===== config.mk =====
export PLATFORM = sky130hd
export DESIGN_NAME = vmdb_regs
export DESIGN_NICKNAME = d
export VERILOG_FILES = /design/src/rtl/vmdb_pkg.sv /design/src/rtl/vmdb_peer_table.sv /design/src/rtl/vmdb_irq_ctrl.sv /design/src/rtl/vmdb_bell.sv /design/src/rtl/vmdb_regs.sv
export SDC_FILE = /design/constraint.sdc
export NUM_CORES = 1
export LEC_CHECK = 0
export ABC_AREA = 1
export BUFFER_PORTS_ARGS = -buffer_cell sky130_fd_sc_hd__buf_2
export CAP_MARGIN = 20
export CELL_PAD_IN_SITES_DETAIL_PLACEMENT = 0
export CELL_PAD_IN_SITES_GLOBAL_PLACEMENT = 1
export CORE_MARGIN = 2
export CORE_UTILIZATION = 44
export DETAILED_ROUTE_END_ITERATION = 8
export PLACE_DENSITY_LB_ADDON = 0.1
export SETUP_SLACK_MARGIN = 0.5
export SLEW_MARGIN = 10
export SYNTH_ARGS = -nofsm -noshare
export SYNTH_HDL_FRONTEND = slang
export SYNTH_HIERARCHICAL = 1
export SYNTH_SLANG_ARGS = --single-unit

===== constraint.sdc =====
create_clock -name clk -period 3.68 [get_ports clk]
set_clock_uncertainty 0.15 [all_clocks]
set_input_delay 0.184 -clock clk [delete_from_list [all_inputs] [get_ports clk]]
set_output_delay 0.184 -clock clk [all_outputs]
set_load 0.02 [all_outputs]

===== src/rtl/vmdb_pkg.sv =====
// Shared constants for the inter-VM doorbell register block.
// Assumes a 32-bit data bus and a 256-byte window decoded by word index.
package vmdb_pkg;
    localparam int DATA_W = 32;
    localparam int ADDR_W = 8;
    localparam int WIDX_W = ADDR_W - 2;

    // Word indices (byte offset >> 2)
    localparam logic [WIDX_W-1:0] WIDX_MASK = 6'd0;
    localparam logic [WIDX_W-1:0] WIDX_STAT = 6'd1;
    localparam logic [WIDX_W-1:0] WIDX_POS  = 6'd2;
    localparam logic [WIDX_W-1:0] WIDX_BELL = 6'd3;

    typedef enum logic [1:0] {
        SZ_BYTE = 2'd0,
        SZ_HALF = 2'd1,
        SZ_WORD = 2'd2,
        SZ_RSVD = 2'd3
    } bus_size_e;
endpackage


===== src/rtl/vmdb_peer_table.sv =====
// Peer table: highest peer number plus one vector count per peer slot.
// Answers whether a (peer, vector) pair may be rung. Cleared by reset.
// Assumes NUM_PEERS is a power of two and fits below 2**PID_W.
module vmdb_peer_table #(
    parameter int NUM_PEERS = 16,
    parameter int PID_W     = 16,
    parameter int VEC_W     = 8,
    localparam int IDX_W    = $clog2(NUM_PEERS),
    localparam int CNT_W    = VEC_W + 1
) (
    input  logic             clk,
    input  logic             rst_n,
    input  logic             cfg_max_we,
    input  logic [PID_W-1:0] cfg_max_peer,
    input  logic             cfg_cnt_we,
    input  logic [IDX_W-1:0] cfg_cnt_idx,
    input  logic [CNT_W-1:0] cfg_cnt_val,
    input  logic [PID_W-1:0] lk_peer,
    input  logic [VEC_W-1:0] lk_vec,
    output logic             lk_ok
);
    logic [PID_W-1:0] max_q;
    logic [CNT_W-1:0] cnt_q [NUM_PEERS];
    logic             in_range;
    logic [CNT_W-1:0] sel_cnt;

    // Hold the highest peer number in use.
    always_ff @(posedge clk) begin
        if (!rst_n)          max_q <= '0;
        else if (cfg_max_we) max_q <= cfg_max_peer;
    end

    // One vector-count register per peer slot.
    for (genvar g = 0; g < NUM_PEERS; g++) begin : g_cnt
        always_ff @(posedge clk) begin
            if (!rst_n)
                cnt_q[g] <= '0;
            else if (cfg_cnt_we && cfg_cnt_idx == IDX_W'(g))
                cnt_q[g] <= cfg_cnt_val;
        end
    end

    // Range-check the peer, then compare the vector with its count.
    always_comb begin
        in_range = (lk_peer <= max_q) && (lk_peer < PID_W'(NUM_PEERS));
        sel_cnt  = cnt_q[lk_peer[IDX_W-1:0]];
        lk_ok    = in_range && (CNT_W'(lk_vec) < sel_cnt);
    end


    max_load_chk: assert property (@(posedge clk) disable iff (!rst_n)
        cfg_max_we |=> max_q == $past(cfg_max_peer));
endmodule


===== src/rtl/vmdb_irq_ctrl.sv =====
// Mask and status registers with the level interrupt.
// Status priority: peer event, then bus write, then read-clear.
// Assumes the write and read-clear strobes are never high together.
module vmdb_irq_ctrl #(
    parameter int DATA_W = 32,
    parameter int EVT_W  = 8
) (
    input  logic              clk,
    input  logic              rst_n,
    input  logic              mask_we,
    input  logic              stat_we,
    input  logic              stat_rd_clr,
    input  logic [DATA_W-1:0] wdata,
    input  logic              evt_valid,
    input  logic [EVT_W-1:0]  evt_data,
    output logic [DATA_W-1:0] mask_q,
    output logic [DATA_W-1:0] stat_q,
    output logic              irq
);
    // Mask register, replaced whole on write.
    always_ff @(posedge clk) begin
        if (!rst_n)       mask_q <= '0;
        else if (mask_we) mask_q <= wdata;
    end

    // Status register: event load, bus write or clear on read.
    always_ff @(posedge clk) begin
        if (!rst_n)           stat_q <= '0;
        else if (evt_valid)   stat_q <= DATA_W'(evt_data);
        else if (stat_we)     stat_q <= wdata;
        else if (stat_rd_clr) stat_q <= '0;
    end

    // Level interrupt from enabled pending bits.
    always_comb irq = |(stat_q & mask_q);


    rd_clear_chk: assert property (@(posedge clk) disable iff (!rst_n)
        (stat_rd_clr && !evt_valid && !stat_we) |=> stat_q == '0);

    evt_load_chk: assert property (@(posedge clk) disable iff (!rst_n)
        evt_valid |=> stat_q == DATA_W'($past(evt_data)));

    mask_write_chk: assert property (@(posedge clk) disable iff (!rst_n)
        mask_we |=> mask_q == $past(wdata));
endmodule


===== src/rtl/vmdb_bell.sv =====
// Doorbell field split and one-cycle notify pulse.
// Assumes lk_ok is the peer-table verdict for the fields driven out on lk_*.
module vmdb_bell #(
    parameter int DATA_W = 32,
    parameter int PID_W  = 16,
    parameter int VEC_W  = 8
) (
    input  logic              clk,
    input  logic              rst_n,
    input  logic              bell_we,
    input  logic [DATA_W-1:0] wdata,
    input  logic              lk_ok,
    output logic [PID_W-1:0]  lk_peer,
    output logic [VEC_W-1:0]  lk_vec,
    output logic              ntf_valid,
    output logic [PID_W-1:0]  ntf_peer,
    output logic [VEC_W-1:0]  ntf_vector
);
    // Split the doorbell word into peer and vector fields.
    always_comb begin
        lk_peer = wdata[DATA_W-1 -: PID_W];
        lk_vec  = wdata[VEC_W-1:0];
    end

    // Register an accepted doorbell as a single-cycle pulse.
    always_ff @(posedge clk) begin
        if (!rst_n) begin
            ntf_valid  <= 1'b0;
            ntf_peer   <= '0;
            ntf_vector <= '0;
        end else begin
            ntf_valid <= bell_we && lk_ok;
            if (bell_we && lk_ok) begin
                ntf_peer   <= lk_peer;
                ntf_vector <= lk_vec;
            end
        end
    end


    pulse_cause_chk: assert property (@(posedge clk) disable iff (!rst_n)
        ntf_valid |-> $past(bell_we));
endmodule


===== src/rtl/vmdb_regs.sv =====
// Inter-VM doorbell register block: bus decode, read mux and the wiring
// of the peer table, the interrupt registers and the doorbell path.
// Assumes a single-cycle bus with read data taken in the access cycle.
module vmdb_regs
    import vmdb_pkg::*;
#(
    parameter int NUM_PEERS = 16,
    parameter int PID_W     = 16,
    parameter int VEC_W     = 8,
    parameter int EVT_W     = 8,
    localparam int IDX_W    = $clog2(NUM_PEERS),
    localparam int CNT_W    = VEC_W + 1
) (
    input  logic              clk,
    input  logic              rst_n,
    input  logic              bus_valid,
    input  logic              bus_write,
    input  logic [ADDR_W-1:0] bus_addr,
    input  logic [1:0]        bus_size,
    input  logic [DATA_W-1:0] bus_wdata,
    output logic [DATA_W-1:0] bus_rdata,
    input  logic              evt_valid,
    input  logic [EVT_W-1:0]  evt_data,
    input  logic [PID_W-1:0]  my_peer_id,
    input  logic              shm_mapped,
    input  logic              cfg_max_we,
    input  logic [PID_W-1:0]  cfg_max_peer,
    input  logic              cfg_cnt_we,
    input  logic [IDX_W-1:0]  cfg_cnt_idx,
    input  logic [CNT_W-1:0]  cfg_cnt_val,
    output logic              irq,
    output logic              ntf_valid,
    output logic [PID_W-1:0]  ntf_peer,
    output logic [VEC_W-1:0]  ntf_vector
);
    logic              word_wr, word_rd, rd_aligned;
    logic [WIDX_W-1:0] widx;
    logic              mask_we, stat_we, bell_we, stat_rd_clr;
    logic [DATA_W-1:0] mask_q, stat_q;
    logic [PID_W-1:0]  lk_peer;
    logic [VEC_W-1:0]  lk_vec;
    logic              lk_ok;

    // Decode word-sized accesses and per-register strobes.
    always_comb begin
        word_wr     = bus_valid && bus_write  && (bus_size == SZ_WORD);
        word_rd     = bus_valid && !bus_write && (bus_size == SZ_WORD);
        widx        = bus_addr[ADDR_W-1:2];
        rd_aligned  = word_rd && (bus_addr[1:0] == 2'b00);
        mask_we     = word_wr && (widx == WIDX_MASK);
        stat_we     = word_wr && (widx == WIDX_STAT);
        bell_we     = word_wr && (widx == WIDX_BELL);
        stat_rd_clr = rd_aligned && (widx == WIDX_STAT);
    end

    // Read multiplexer; anything undefined reads as zero.
    always_comb begin
        bus_rdata = '0;
        if (rd_aligned) begin
            unique case (widx)
                WIDX_MASK: bus_rdata = mask_q;
                WIDX_STAT: bus_rdata = stat_q;
                WIDX_POS:  bus_rdata = shm_mapped ? DATA_W'(my_peer_id) : '1;
                default:   bus_rdata = '0;
            endcase
        end
    end

    vmdb_irq_ctrl #(.DATA_W(DATA_W), .EVT_W(EVT_W)) u_irq (
        .clk(clk), .rst_n(rst_n),
        .mask_we(mask_we), .stat_we(stat_we), .stat_rd_clr(stat_rd_clr),
        .wdata(bus_wdata), .evt_valid(evt_valid), .evt_data(evt_data),
        .mask_q(mask_q), .stat_q(stat_q), .irq(irq)
    );

    vmdb_peer_table #(.NUM_PEERS(NUM_PEERS), .PID_W(PID_W), .VEC_W(VEC_W)) u_tbl (
        .clk(clk), .rst_n(rst_n),
        .cfg_max_we(cfg_max_we), .cfg_max_peer(cfg_max_peer),
        .cfg_cnt_we(cfg_cnt_we), .cfg_cnt_idx(cfg_cnt_idx), .cfg_cnt_val(cfg_cnt_val),
        .lk_peer(lk_peer), .lk_vec(lk_vec), .lk_ok(lk_ok)
    );

    vmdb_bell #(.DATA_W(DATA_W), .PID_W(PID_W), .VEC_W(VEC_W)) u_bell (
        .clk(clk), .rst_n(rst_n),
        .bell_we(bell_we), .wdata(bus_wdata), .lk_ok(lk_ok),
        .lk_peer(lk_peer), .lk_vec(lk_vec),
        .ntf_valid(ntf_valid), .ntf_peer(ntf_peer), .ntf_vector(ntf_vector)
    );


    narrow_no_bell_chk: assert property (@(posedge clk) disable iff (!rst_n)
        (bus_valid && bus_write && bus_size != SZ_WORD) |=> !ntf_valid);

    narrow_read_zero_chk: assert property (@(posedge clk) disable iff (!rst_n)
        (bus_valid && !bus_write && bus_size != SZ_WORD) |-> bus_rdata == '0);
endmodule


---- Word level (Yosys, flattened, before mapping) ----
Memory sizes are Yosys's and may differ from the RTL's.
Index checks and enable logic that the tools add are counted.
word-level totals
  bits in registers ....................... 105
  bits in writable memories ............... 144
  input port bits ......................... 103
  output and inout bits ................... 58
  word-level logic and storage cells ...... 155
  memories ................................ 1
cells by class
  magnitude comparators ................... 3
  eq/ne operators ......................... 19
  muxes and demuxes ....................... 71
  bitwise logic cells ..................... 18
  reduce and logical (&&, ||, !) cells .... 36
memories
  name         words  bits a word  read ports  clocked after Yosys merged registers in  write ports  RTL line               text
  u_tbl.cnt_q  16     9            1           0                                        16           vmdb_peer_table.sv:23  logic [CNT_W-1:0] cnt_q [NUM_PEERS];
operator list
  operator                                                     number
  two-way mux 9 bit                                            16
  two-way mux 32 bit                                           4
  one-hot mux 32 bit (3 select lines)                          1
  two-way mux 1 bit                                            49
  bitwise AND 32 bit                                           1
  equality test 4 bit, second input constant                   8
  OR reduction 32 bit                                          1
  logical AND 1 bit                                            28
  equality test 4 x 3 -> 1 bit, second input constant          4
  <= comparator 16 bit                                         1
  less-than comparator 16 x 5 -> 1 bit, second input constant  1
  OR 1 bit                                                     16
  equality test 6 x 2 -> 1 bit, second input constant          2
  less-than comparator 8 x 9 -> 1 bit                          1
  equality test 4 x 2 -> 1 bit, second input constant          2
  two-way mux 8 bit                                            1
  equality test 6 x 1 -> 1 bit, second input constant          1
  logical NOT 6 bit                                            1
  equality test 4 x 1 -> 1 bit, second input constant          1
  logical NOT 4 bit                                            1
  nonzero test 3 bit                                           1
  equality test 2 bit, second input constant                   1
  logical NOT 2 bit                                            1
  nonzero test 2 bit                                           1
  3 further kinds                                              3

---- Depth between registers and ports, before layout ----
Gate-level depths: netlist of run 1.
  depth after elaboration ................. 8
  mapped depth ............................ 23
  mapped depth without buffers ............ 18

---- Hierarchy ----
The synthesis of run 1 kept the hierarchy.
by module, submodules not included
  module           instances  cells each  area each (um2)  seq. area each (um2)
  vmdb_peer_table  1          794         7856.3           4644.5
  vmdb_irq_ctrl    1          360         2534.9           1281.2
  vmdb_regs        1          260         1320.0           0.0
  vmdb_bell        1          180         1199.9           500.5

---- Least setup slack after synthesis of run 1 ----
No wires, ideal clock.
  kind .................................... input-to-reg
  start point ............................. input port bus_wdata[16]
  end point ............................... register u_bell.ntf_peer[10]
  setup time .............................. 0.113 ns
  data arrival time ....................... 2.382 ns
  required time ........................... 3.417 ns
  setup slack ............................. 1.035 ns
  stages on the path ...................... 20
  buffers on the path ..................... 5
  cell sequence ........................... buf_4 buf_6 inv_8 clkbuf_1 o21ai_0 o221ai_1 nand3_1 nand2_1 inv_1 ha_1 a21oi_1 o31ai_1 nand3_1 nand2_1 nor3_2 nand2_2 buf_6 buf_6 nor2_1 nor2_1
between the ends
  longest elaborated chain between the ends .. 4
  elaborated cells on any way between the ends .. 7
  those cells by class .................... order compare (3); reduce/logical (3); memory (1)
ends and longest elaborated chain
  what                                                                      RTL line                                      text
  start, declared                                                           vmdb_regs.sv:20                               input logic [DATA_W-1:0] bus_wdata,
  memory (16 x 9 bit) (tied with other cells)                               --
  less-than comparator 8 x 9 -> 1 bit or logical AND 1 bit (tied branches)  vmdb_peer_table.sv:47, vmdb_peer_table.sv:45
  logical AND 1 bit (*)                                                     vmdb_peer_table.sv:47                         lk_ok = in_range && (CNT_W'(lk_vec) < sel_cnt);
  net lk_ok                                                                 vmdb_regs.sv:42                               logic lk_ok;
  logical AND 1 bit (*)                                                     vmdb_bell.sv:33                               if (bell_we && lk_ok) begin
  end signal, assigned                                                      vmdb_bell.sv:34                               ntf_peer <= lk_peer;
  end, declared                                                             vmdb_bell.sv:16                               output logic [PID_W-1:0] ntf_peer,
The timed path passes the listed nets; every way through them passes the cells marked *.
A chain may end at the register's enable or synchronous reset.

---- Worst setup path in the final report of run 1 ----
  start point ............................. input port bus_wdata[17]
  end point ............................... register u_bell.ntf_vector[1]
between the ends
  longest elaborated chain between the ends .. 4
  elaborated cells on any way between the ends .. 7
  those cells by class .................... order compare (3); reduce/logical (3); memory (1)
ends and longest elaborated chain
  what                                                                      RTL line                                      text
  memory (16 x 9 bit) (tied with other cells)                               --
  less-than comparator 8 x 9 -> 1 bit or logical AND 1 bit (tied branches)  vmdb_peer_table.sv:47, vmdb_peer_table.sv:45
  logical AND 1 bit (*)                                                     vmdb_peer_table.sv:47
  net lk_ok                                                                 vmdb_regs.sv:42
  logical AND 1 bit (*)                                                     vmdb_bell.sv:33
  end signal, assigned                                                      vmdb_bell.sv:35                               ntf_vector <= lk_vec;
  end, declared                                                             vmdb_bell.sv:17                               output logic [VEC_W-1:0] ntf_vector
Marked as above.

==> results of run 1 <==
critical path, cell delays in order:
cell           delay, ps
dlygate4sd3_1        540
buf_2                160
inv_1                100
buf_12               200
o21ai_0              140
o221ai_1             250
nand3_1              110
nand2_1               70
inv_1                 40
ha_1                 290
a21oi_1              140
o31ai_1               80
nand3_1               80
nand2_1               60
nor3_2               240
nand2_4              100
buf_4                200
nand2_1               60
nand2_1               40
nor2_1               110
power by group through the flow:
stage	sequential [mW]	clock [mW]	combinational (mW)
global route	3.11	3.17	0.727
CTS	3.10	3.05	0.653
finish	3.10	3.00	0.658
detailed placement	3.16	0	0.599
floorplan	3.14	0	0.391
global placement	3.16	0	0.594
flip-flops by register name (all words and copies together) (netlist names):
name and flops:
u_tbl/cnt_q 144, u_irq/mask_q 32, u_irq/stat_q 32, u_bell/ntf_peer 16, u_tbl/max_q 16, u_bell/ntf_vector 8
u_bell/ntf_valid 1
path summary, 6_finish.rpt:
check | startpoint | to | depth (start not counted)
worst max register to register | u_tbl/cnt_q[1][2] | u_bell/ntf_vector[1] | 16
worst max-delay path | bus_wdata[17] | u_bell/ntf_vector[1] | 20
worst min register to register | u_tbl/max_q[4] | u_tbl/max_q[4] | 2
worst min-delay path | bus_wdata[19] | u_irq/stat_q[19] | 4
timing repair:
| action | CTS | global route |
|---|---|---|
| endpoints found under the hold margin | 93 | 0 |
| resized for setup | 0 | 4 |
| setup endpoints to repair | 0 | 25 |
| buffers inserted | 0 | 2 |
| hold buffers | 62 | 0 |
metal layers:
layer  part of all wire, %  vias up  GRT usage [%]
met4                   2.2        0           6.53
met2                    45      405           40.7
met1                    46     5369           36.9
met3                   6.7       58           3.51
met5                     0        -              0
li1                      -     5623              -
kinds of logic (layout without fill, tap and decap cells):
logic type | Yosys count | after routing | share of synthesized area, %
AO/OA/AOI/OAI | 221 | 221 | 9.47
flip-flops | 249 | 249 | 49.8
AND/OR/NAND/NOR | 837 | 837 | 28.7
buffers and inverters | 264 | 449 | 9.83
adder cells (fa/ha/maj) | 23 | 23 | 2.23
cell type report:
| class | instances | area (µm²) |
|---|---|---|
| multi-input cells | 1081 | 5240 |
| flip-flops and latches | 249 | 6430 |
| repair buffers | 257 | 1720 |
| clock buffers | 31 | 733 |
| well taps | 384 | 480 |
| inverters | 140 | 533 |
| fillers | 2831 | 13400 |
| clock inverters | 21 | 259 |
through the flow:
step           instances  hold slack [ps]  setup slack [ps]  cell area (µm²)
2_1_floorplan       1594              169              1040            12900
3_3_place_gp        2045              261               548            13700
3_5_place_dp        2047              281               517            13700
4_1_cts             2161             3.08               606            15400
5_1_grt             2163             47.8               541            15400
6_report            2163             22.4               788            15400
Yosys cell counts:
library cell,number,area (µm²)
nor2_2,5,31.3
clkbuf_2,3,15.0
and2_1,1,6.26
inv_2,6,22.5
nand2_1,292,1100
and3_1,1,6.26
nand4_4,1,21.3
o211ai_1,4,30.0
edfxtp_1,144,4320
o21ai_0,117,586
o31ai_1,1,7.51
nand4_2,8,100
a21o_1,1,7.51
nand3_2,8,80.1
nor3_2,1,10.0
nand3_1,67,335
nor2_1,345,1290
o22ai_1,4,25.0
inv_1,132,495
clkbuf_1,41,154
nor4_1,3,18.8
nor3_4,2,32.5
nand3b_1,1,7.51
buf_6,9,101
dfxtp_1,105,2100
o21bai_1,1,7.51
inv_8,1,11.3
nor2_4,7,78.8
o21ai_1,2,10.0
buf_8,1,15.0
clkinv_1,1,3.75
nor3_1,6,30.0
o21ai_2,1,8.76
nand4_1,82,513
ha_1,23,288
buf_1,4,15.0
buf_2,29,145
nand2_2,7,43.8
buf_4,36,270
o221ai_1,24,210
a21oi_1,66,330
buf_12,1,20.0
==> results.json, run 1 <==
{
  "status": "finished, final reports clean",
  "overflow": 0,
  "grt_max_degree": 82,
  "pwr-share-seq_pct": 45.9,
  "clk_pin_slew_ps": 60,
  "htreeDepth": 1,
  "start_util_pct": 44.9,
  "syn_nets": 1720,
  "drive_gt1_share_pct": 16.5,
  "gp_congestion": 0.821,
  "achievable-frequency_mhz": 346,
  "port_buffers": 160,
  "grt_setup_unrepaired": "no",
  "die_h_um": 175,
  "switchingPower_mw": 1.63,
  "num_rows": 62,
  "vias": 11500,
  "diodes": 0,
  "tightestPinTransition_ps": 1020,
  "post-route-min-period_ps": 2890,
  "die_area_um2": 30700,
  "crit_fanout": 35,
  "clock_latency_ps": 550,
  "maxCapViolations": 0,
  "leakage_nw": 6.89,
  "syn_area_per_cell_um2": 8.10,
  "p_total_mw": 6.76,
  "slew_headroom_pct": 32.0,
  "vias_per_cell": 5.30,
  "first_iter_violations": 1143,
  "cts_tree": "yes",
  "post-route-util_pct": 53.5,
  "grt_first_pass_wirelength_um": 61500,
  "setup.worst_path.end_class": "flop",
  "drv_slew": 0,
  "reg2reg_slack_ps": 1040,
  "yosysSeqAreaShare_pct": 49.8,
  "power_density_nw_per_um2": 439,
  "switching_share_pct": 24.1,
  "core-area_um2": 28800,
  "final_common_cell": "nor2_1",
  "area_growth_pct": 19.2,
  "io_pins": 161,
  "final-setup-viol-count": 0,
  "cp.arrival_ps": 3220,
  "tns_ps": 0,
  "drc": 0,
  "clockPowerShare_pct": 44.4,
  "ir_drop_mv": 0.298,
  "ant_nets": 0,
  "layout.nets": 1883,
  "cts-buffers-inserted": 28,
  "finalCritPeriodShare_pct": 78.6,
  "drtPass1Iterations": 6,
  "grt_usage_pct": 25.6,
  "required_ps": 4010,
  "hold_violations": 0,
  "synth_seq_cells": 249,
  "hold_path_class": "input port to flop",
  "cts_buffer_depth": 3,
  "antenna_found_initial": 0,
  "synth_area_um2": 12900,
  "yosysWarnings": 6,
  "cts_root_buf": "clkbuf_16",
  "syn_inst": 1594,
  "combPwrFrac_pct": 9.7,
  "startpoint_type": "input port",
  "cts.sinks": 249,
  "hpwl_um": 26100,
  "first_global_vias": 10600,
  "wirelength_um": 39700,
  "final_cell_mix": "nor2_1, nand2_1, buf_2, edfxtp_1, inv_1",
  "die_w_um": 175,
  "p_int_mw": 5.13,
  "synth_cell_types": 42,
  "critPathKind": "input port to flop",
  "routedWlPerCell_um": 18.4
}
Power figures use the tool's default switching activity.
==> run 2, diff against run 1 <==
==> constraint.sdc (replaced) <==
create_clock -name clk -period 2.7 [get_ports clk]
set_clock_uncertainty 0.15 [all_clocks]
set_input_delay 0.135 -clock clk [delete_from_list [all_inputs] [get_ports clk]]
set_output_delay 0.135 -clock clk [all_outputs]
set_load 0.02 [all_outputs]
==> run 2 against run 1 <==
Effect of this change: cell count increased by 1.3%; first-iteration DRC count fell by 12%; setup slack got worse by 730 ps; sequential cell count did not move; sequential share of layout area down 1.1 points; combinational power rose by 51%; core utilization is 1.5 points higher; via count up 1.9%.
==> results.json, run 2 (same netlist as run 1, synthesis figures left out) <==
{
  "status": "finished, final reports clean",
  "port_buffers": 160,
  "hold_path_class": "input port to flop",
  "die_h_um": 175,
  "power_density_nw_per_um2": 557,
  "antenna_found_initial": 0,
  "tightestPinTransition_ps": 930,
  "layout.nets": 1915,
  "switching_share_pct": 25.0,
  "combPwrFrac_pct": 11.3,
  "grtUsageMet3_pct": 3.57,
  "crit_fanout": 14,
  "clockPowerShare_pct": 40.7,
  "post-route-min-period_ps": 2640,
  "num_rows": 62,
  "cts_tree": "yes",
  "cts.sinks": 249,
  "r2r-end": "u_bell/ntf_peer[11]",
  "grt_first_pass_wirelength_um": 62300,
  "dpl_worst_slack_ps": -221,
  "clock_latency_ps": 530,
  "maxCapViolations": 0,
  "instances_no_fill": 2191,
  "slew_headroom_pct": 37.9,
  "vias": 11700,
  "first_iter_violations": 1004,
  "pwr-share-seq_pct": 48.0,
  "hold_violations": 0,
  "vias_per_cell": 5.33,
  "grt_setup_unrepaired": "yes",
  "endpoint": "u_bell/ntf_peer[11]",
  "largest_reg_flops": 144,
  "cts_root_buf": "clkbuf_16",
  "r2r_cells": 15,
  "worst_slack_ps": 59.1,
  "final-setup-viol-count": 0,
  "final_cell_mix": "nor2_1, nand2_1, buf_2, edfxtp_1, inv_1",
  "critPathKind": "flop to flop",
  "die_w_um": 175,
  "tns_ps": 0,
  "drive_gt1_share_pct": 19.5,
  "final_common_cell": "nor2_1",
  "first_global_vias": 11100,
  "io_pins": 161,
  "drc": 0,
  "leakage_nw": 7.04,
  "largest_register": "u_tbl/cnt_q",
  "reg_top3": "u_tbl/cnt_q x144, u_irq/mask_q x32, u_irq/stat_q x32",
  "cts_buffer_depth": 3,
  "setup.worst_path.end_class": "flop",
  "area_growth_pct": 22.5,
  "use_met2_pct": 41.9,
  "finalCritPeriodShare_pct": 97.8,
  "clk_pin_slew_ps": 60,
  "gp_congestion": 0.892,
  "p_int_mw": 6.61,
  "crit_start": "u_tbl/cnt_q[10][2]",
  "diodes": 0,
  "grt_usage_pct": 26.0,
  "grt_max_degree": 82,
  "top_usage_layer": "met2",
  "core-area_um2": 28800,
  "start_util_pct": 44.9,
  "cts-buffers-inserted": 27,
  "htreeDepth": 1,
  "drtPass1Iterations": 5,
  "overflow": 0,
  "hpwl_um": 27600,
  "met1_usage_pct": 36.5,
  "switchingPower_mw": 2.20,
  "cp.arrival_ps": 2910,
  "placed_cells": 2075,
  "routedWlPerCell_um": 18.6,
  "post-route-util_pct": 55.0,
  "reg2reg_slack_ps": 60,
  "ir_drop_mv": 0.471,
  "timing.rr.start": "u_tbl/cnt_q[10][2]",
  "postCtsSetupBuffers": 0,
  "startpoint_type": "flop",
  "achievable-frequency_mhz": 379,
  "fillers": 2702,
  "die_area_um2": 30700,
  "required_ps": 2970,
  "drv_slew": 0,
  "wirelength_um": 40700,
  "ant_nets": 0
}
## run 2: worst min-delay path by stage
stage                    start             endpoint  cells past startpoint
3_5_place_dp   cfg_max_peer[0]       u_tbl/max_q[0]                      3
3_3_place_gp   cfg_max_peer[0]       u_tbl/max_q[0]                      3
2_1_floorplan    bus_wdata[28]  u_bell/ntf_peer[12]                      2
5_1_grt              evt_valid      u_irq/stat_q[5]                      3
4_1_cts          bus_wdata[25]   u_bell/ntf_peer[9]                      3
6_report             evt_valid      u_irq/stat_q[5]                      4
## run 2: power by group through the flow
| stage | sequential (mW) | combinational, mW | clock (mW) |
|---|---|---|---|
| detailed placement | 4.30 | 0.868 | 0 |
| global placement | 4.30 | 0.861 | 0 |
| floorplan | 4.28 | 0.537 | 0 |
| CTS | 4.22 | 0.962 | 3.64 |
| finish | 4.22 | 0.993 | 3.58 |
| global route | 4.24 | 1.09 | 3.78 |
## run 2: through the flow
stage / instance area (µm²) / hold slack, ps / power [mW]
after floorplan: 12900 / 101 / 4.81
after global routing: 15800 / 35.7 / 9.10
final: 15800 / 16.7 / 8.80
after global placement: 14100 / 219 / 5.16
after CTS: 15600 / -221 / 8.82
after detailed placement: 14100 / 214 / 5.17
## run 2: cell type report
type	instances	area, µm²	share of cell area, %
multi-input combinational	1081	5400	34.1
clock inverter	9	76.3	0.483
timing repair buffer	290	2130	13.5
tap	384	480	3.04
inverter	140	533	3.37
sequential	249	6430	40.6
clock buffer	38	773	4.89
## run 2: metal layers
layer / part of all wire [%] / routed length [µm] / vias up
met4: 2.7 / 1080 / 0
li1: - / - / 5676
met1: 45 / 18200 / 5469
met2: 45 / 18400 / 449
met5: 0 / 0 / -
met3: 7.3 / 2960 / 77
## run 2: critical path, cell delays in order (launching register included)
cell and delay, ps:
edfxtp_1 360, o21ai_1 170, o22ai_2 110, o211ai_1 220
nand2_1 120, inv_2 80, ha_4 200, a21oi_4 150
o31ai_2 80, nand3_1 70, nand2_1 60, nor3_2 220
nand2_4 150, clkbuf_16 230, nor2_1 90, nor2_1 60
## run 2: what timing repair did
action	in CTS	in global routing
hold buffers	66	1
setup endpoints to repair	30	26
gates cloned	0	2
pin swaps	2	20
endpoints found under the hold margin	101	1
gates resized for setup	17	42
==> run 3, diff against run 2 <==
--- a/config.mk
+++ b/config.mk
@@ -8,12 +8,14 @@
 export ABC_AREA = 1
 export BUFFER_PORTS_ARGS = -buffer_cell sky130_fd_sc_hd__buf_2
 export CAP_MARGIN = 20
-export CELL_PAD_IN_SITES_DETAIL_PLACEMENT = 0
+export CELL_PAD_IN_SITES_DETAIL_PLACEMENT = 1
 export CELL_PAD_IN_SITES_GLOBAL_PLACEMENT = 1
 export CORE_MARGIN = 2
 export CORE_UTILIZATION = 44
 export DETAILED_ROUTE_END_ITERATION = 8
+export GPL_TIMING_DRIVEN = 0
 export PLACE_DENSITY_LB_ADDON = 0.1
+export RECOVER_POWER = 100
 export SETUP_SLACK_MARGIN = 0.5
 export SLEW_MARGIN = 10
 export SYNTH_ARGS = -nofsm -noshare
==> run 3 against run 2 <==
Effect of this change: the flow now finishes with violations (setup timing); count of clock-buffer cells in the layout increased by 1; core utilization grew 2.0 points; via count up 9.5%; clock power is 11% higher; total power rose by 6.1%; sequential share of layout area decreased by 1.4 points; wire length grew 24%; first-iteration DRC count up 19%; largest cell class unchanged.
==> results.json, run 3 (same netlist as run 1, synthesis figures left out) <==
{
  "reg_top3": "u_tbl/cnt_q x144, u_irq/mask_q x32, u_irq/stat_q x32",
  "hold_violations": 0,
  "wirelength_um": 50400,
  "largest_reg_flops": 144,
  "critPathKind": "flop to flop",
  "post-route-min-period_ps": 2830,
  "cts.sinks": 249,
  "area_growth_pct": 27.0,
  "status": "finished with violations",
  "fillers": 3556,
  "required_ps": 2990,
  "met1_usage_pct": 43.5,
  "grt_first_pass_wirelength_um": 75000,
  "tightestPinTransition_ps": 1360,
  "grt_setup_unrepaired": "yes",
  "vias_per_cell": 5.57,
  "port_buffers": 158,
  "grt_max_degree": 16,
  "final_common_cell": "nor2_1",
  "core-area_um2": 28800,
  "hpwl_um": 34600,
  "cp.arrival_ps": 3120,
  "whs_path_depth": 4,
  "drtPass1Iterations": 6,
  "ff_latch_area_um2": 6430,
  "first_global_vias": 13000,
  "leakage_nw": 7.05,
  "antenna_found_initial": 0,
  "die_area_um2": 30700,
  "drv_slew": 0,
  "crit_fanout": 5,
  "gp_congestion": 0.892,
  "routedWlPerCell_um": 22.0,
  "layout.nets": 2012,
  "die_h_um": 175,
  "grt_usage_pct": 32.0,
  "reg2reg_slack_ps": -130,
  "hp-start": "bus_addr[3]",
  "whs_endpoint": "u_irq/mask_q[24]",
  "ir_drop_mv": 0.513,
  "r2r-end": "u_bell/ntf_vector[4]",
  "clk_pin_slew_ps": 70,
  "achievable-frequency_mhz": 354,
  "power_density_nw_per_um2": 570,
  "violations": "setup timing",
  "startpoint_type": "flop",
  "maxCapViolations": 0,
  "start_util_pct": 44.9,
  "io_pins": 161,
  "first_iter_violations": 1197,
  "placed_area_um2": 14300,
  "final_cell_area_um2": 16400,
  "htreeDepth": 1,
  "die_w_um": 175,
  "ant_nets": 0,
  "post-route-util_pct": 57.0,
  "overflow": 0,
  "grtUsageMet3_pct": 5.84,
  "final-setup-viol-count": 25,
  "slew_headroom_pct": 8.34,
  "vias": 12800,
  "cts_buffer_depth": 3,
  "cts_root_buf": "clkbuf_16",
  "hold_path_class": "input port to flop",
  "top_usage_layer": "met2",
  "setup.worst_path.end_class": "flop",
  "multiInputGateArea_um2": 5420,
  "largest_register": "u_tbl/cnt_q",
  "cts-buffers-inserted": 28,
  "use_met2_pct": 51.3,
  "clock_latency_ps": 570,
  "timing.rr.start": "u_tbl/cnt_q[1][1]",
  "drive_gt1_share_pct": 17.1,
  "num_rows": 62,
  "final_cell_mix": "nor2_1, nand2_1, edfxtp_1, inv_1, clkbuf_1",
  "r2r_cells": 17,
  "cts_tree": "yes",
  "drc": 0,
  "finalCritPeriodShare_pct": 105,
  "worst_slack_ps": -126
}
## run 3: per-stage QoR
| stage | total power [mW] | setup TNS, ps | hold WS, ps | cells | setup WS [ps] |
|---|---|---|---|---|---|
| floorplan | 4.81 | 0 | 101 | 1594 | 201 |
| global placement | 5.18 | -28980 | 212 | 2136 | -1070 |
| detailed placement | 5.24 | -25740 | 216 | 2145 | -1140 |
| CTS | 9.31 | 0 | 0.588 | 2284 | 27.4 |
| global route | 9.61 | -5440 | 72.0 | 2292 | -245 |
| finish | 9.34 | -2200 | 22.9 | 2293 | -126 |
## run 3: worst max-delay path, cell delays in order (launching register included)
cell and delay, ps:
edfxtp_1 400, o21ai_2 200, o22ai_2 110, o211ai_1 350
nand2_1 100, inv_1 60, ha_1 150, a21oi_2 60
o31ai_1 290, nand3_1 150, nand2_1 120, nor3_2 50
nand2_2 100, buf_6 140, buf_12 130, nand2_4 40
nand2_2 50, nor2_2 40
## run 3: where the power goes
group          internal, mW  switching [mW]  total [mW]  leakage [nW]
combinational         0.403           0.746        1.15          4.34
clock                  2.35            1.62        3.97         0.478
sequential             4.17          0.0536        4.22          2.23
total                  6.92            2.42        9.34          7.05
## run 3: per-layer routing
| layer | vias to the layer above | routed length (µm) |
|---|---|---|
| met5 | - | 0 |
| met4 | 0 | 1660 |
| met3 | 111 | 4330 |
| met2 | 595 | 22900 |
| met1 | 6184 | 21500 |
| li1 | 5893 | - |
## run 3: what timing repair did
item                                    4_1_cts  5_1_grt
endpoints found under the setup margin       25       48
setup buffers                                 2        8
gates resized for setup                      62       63
pin swaps                                    14       28
hold buffers                                 85        0
hold endpoints to repair                    158        0
## run 3: worst max path at each step
stage                 startpoint              endpoint  slack, ps
2_1_floorplan      bus_wdata[16]   u_bell/ntf_peer[12]        200
3_3_place_gp       bus_wdata[17]  u_bell/ntf_vector[5]      -1070
3_5_place_dp       bus_wdata[17]  u_bell/ntf_vector[5]      -1140
4_1_cts        u_tbl/cnt_q[2][6]  u_bell/ntf_vector[4]         30
5_1_grt        u_tbl/cnt_q[6][4]    u_bell/ntf_peer[5]       -240
6_report       u_tbl/cnt_q[1][1]  u_bell/ntf_vector[4]       -130
## run 3: layout make-up
type / count / area share, %
flip-flops and latches: 249 / 39.2
inverters: 140 / 3.31
diodes: 1 / 0.0153
clock inverters: 13 / 1.04
clock buffers: 39 / 4.85
well taps: 384 / 2.93
plain buffers: 124 / 5.28
repair buffers: 262 / 10.3
multi-input cells: 1081 / 33.1
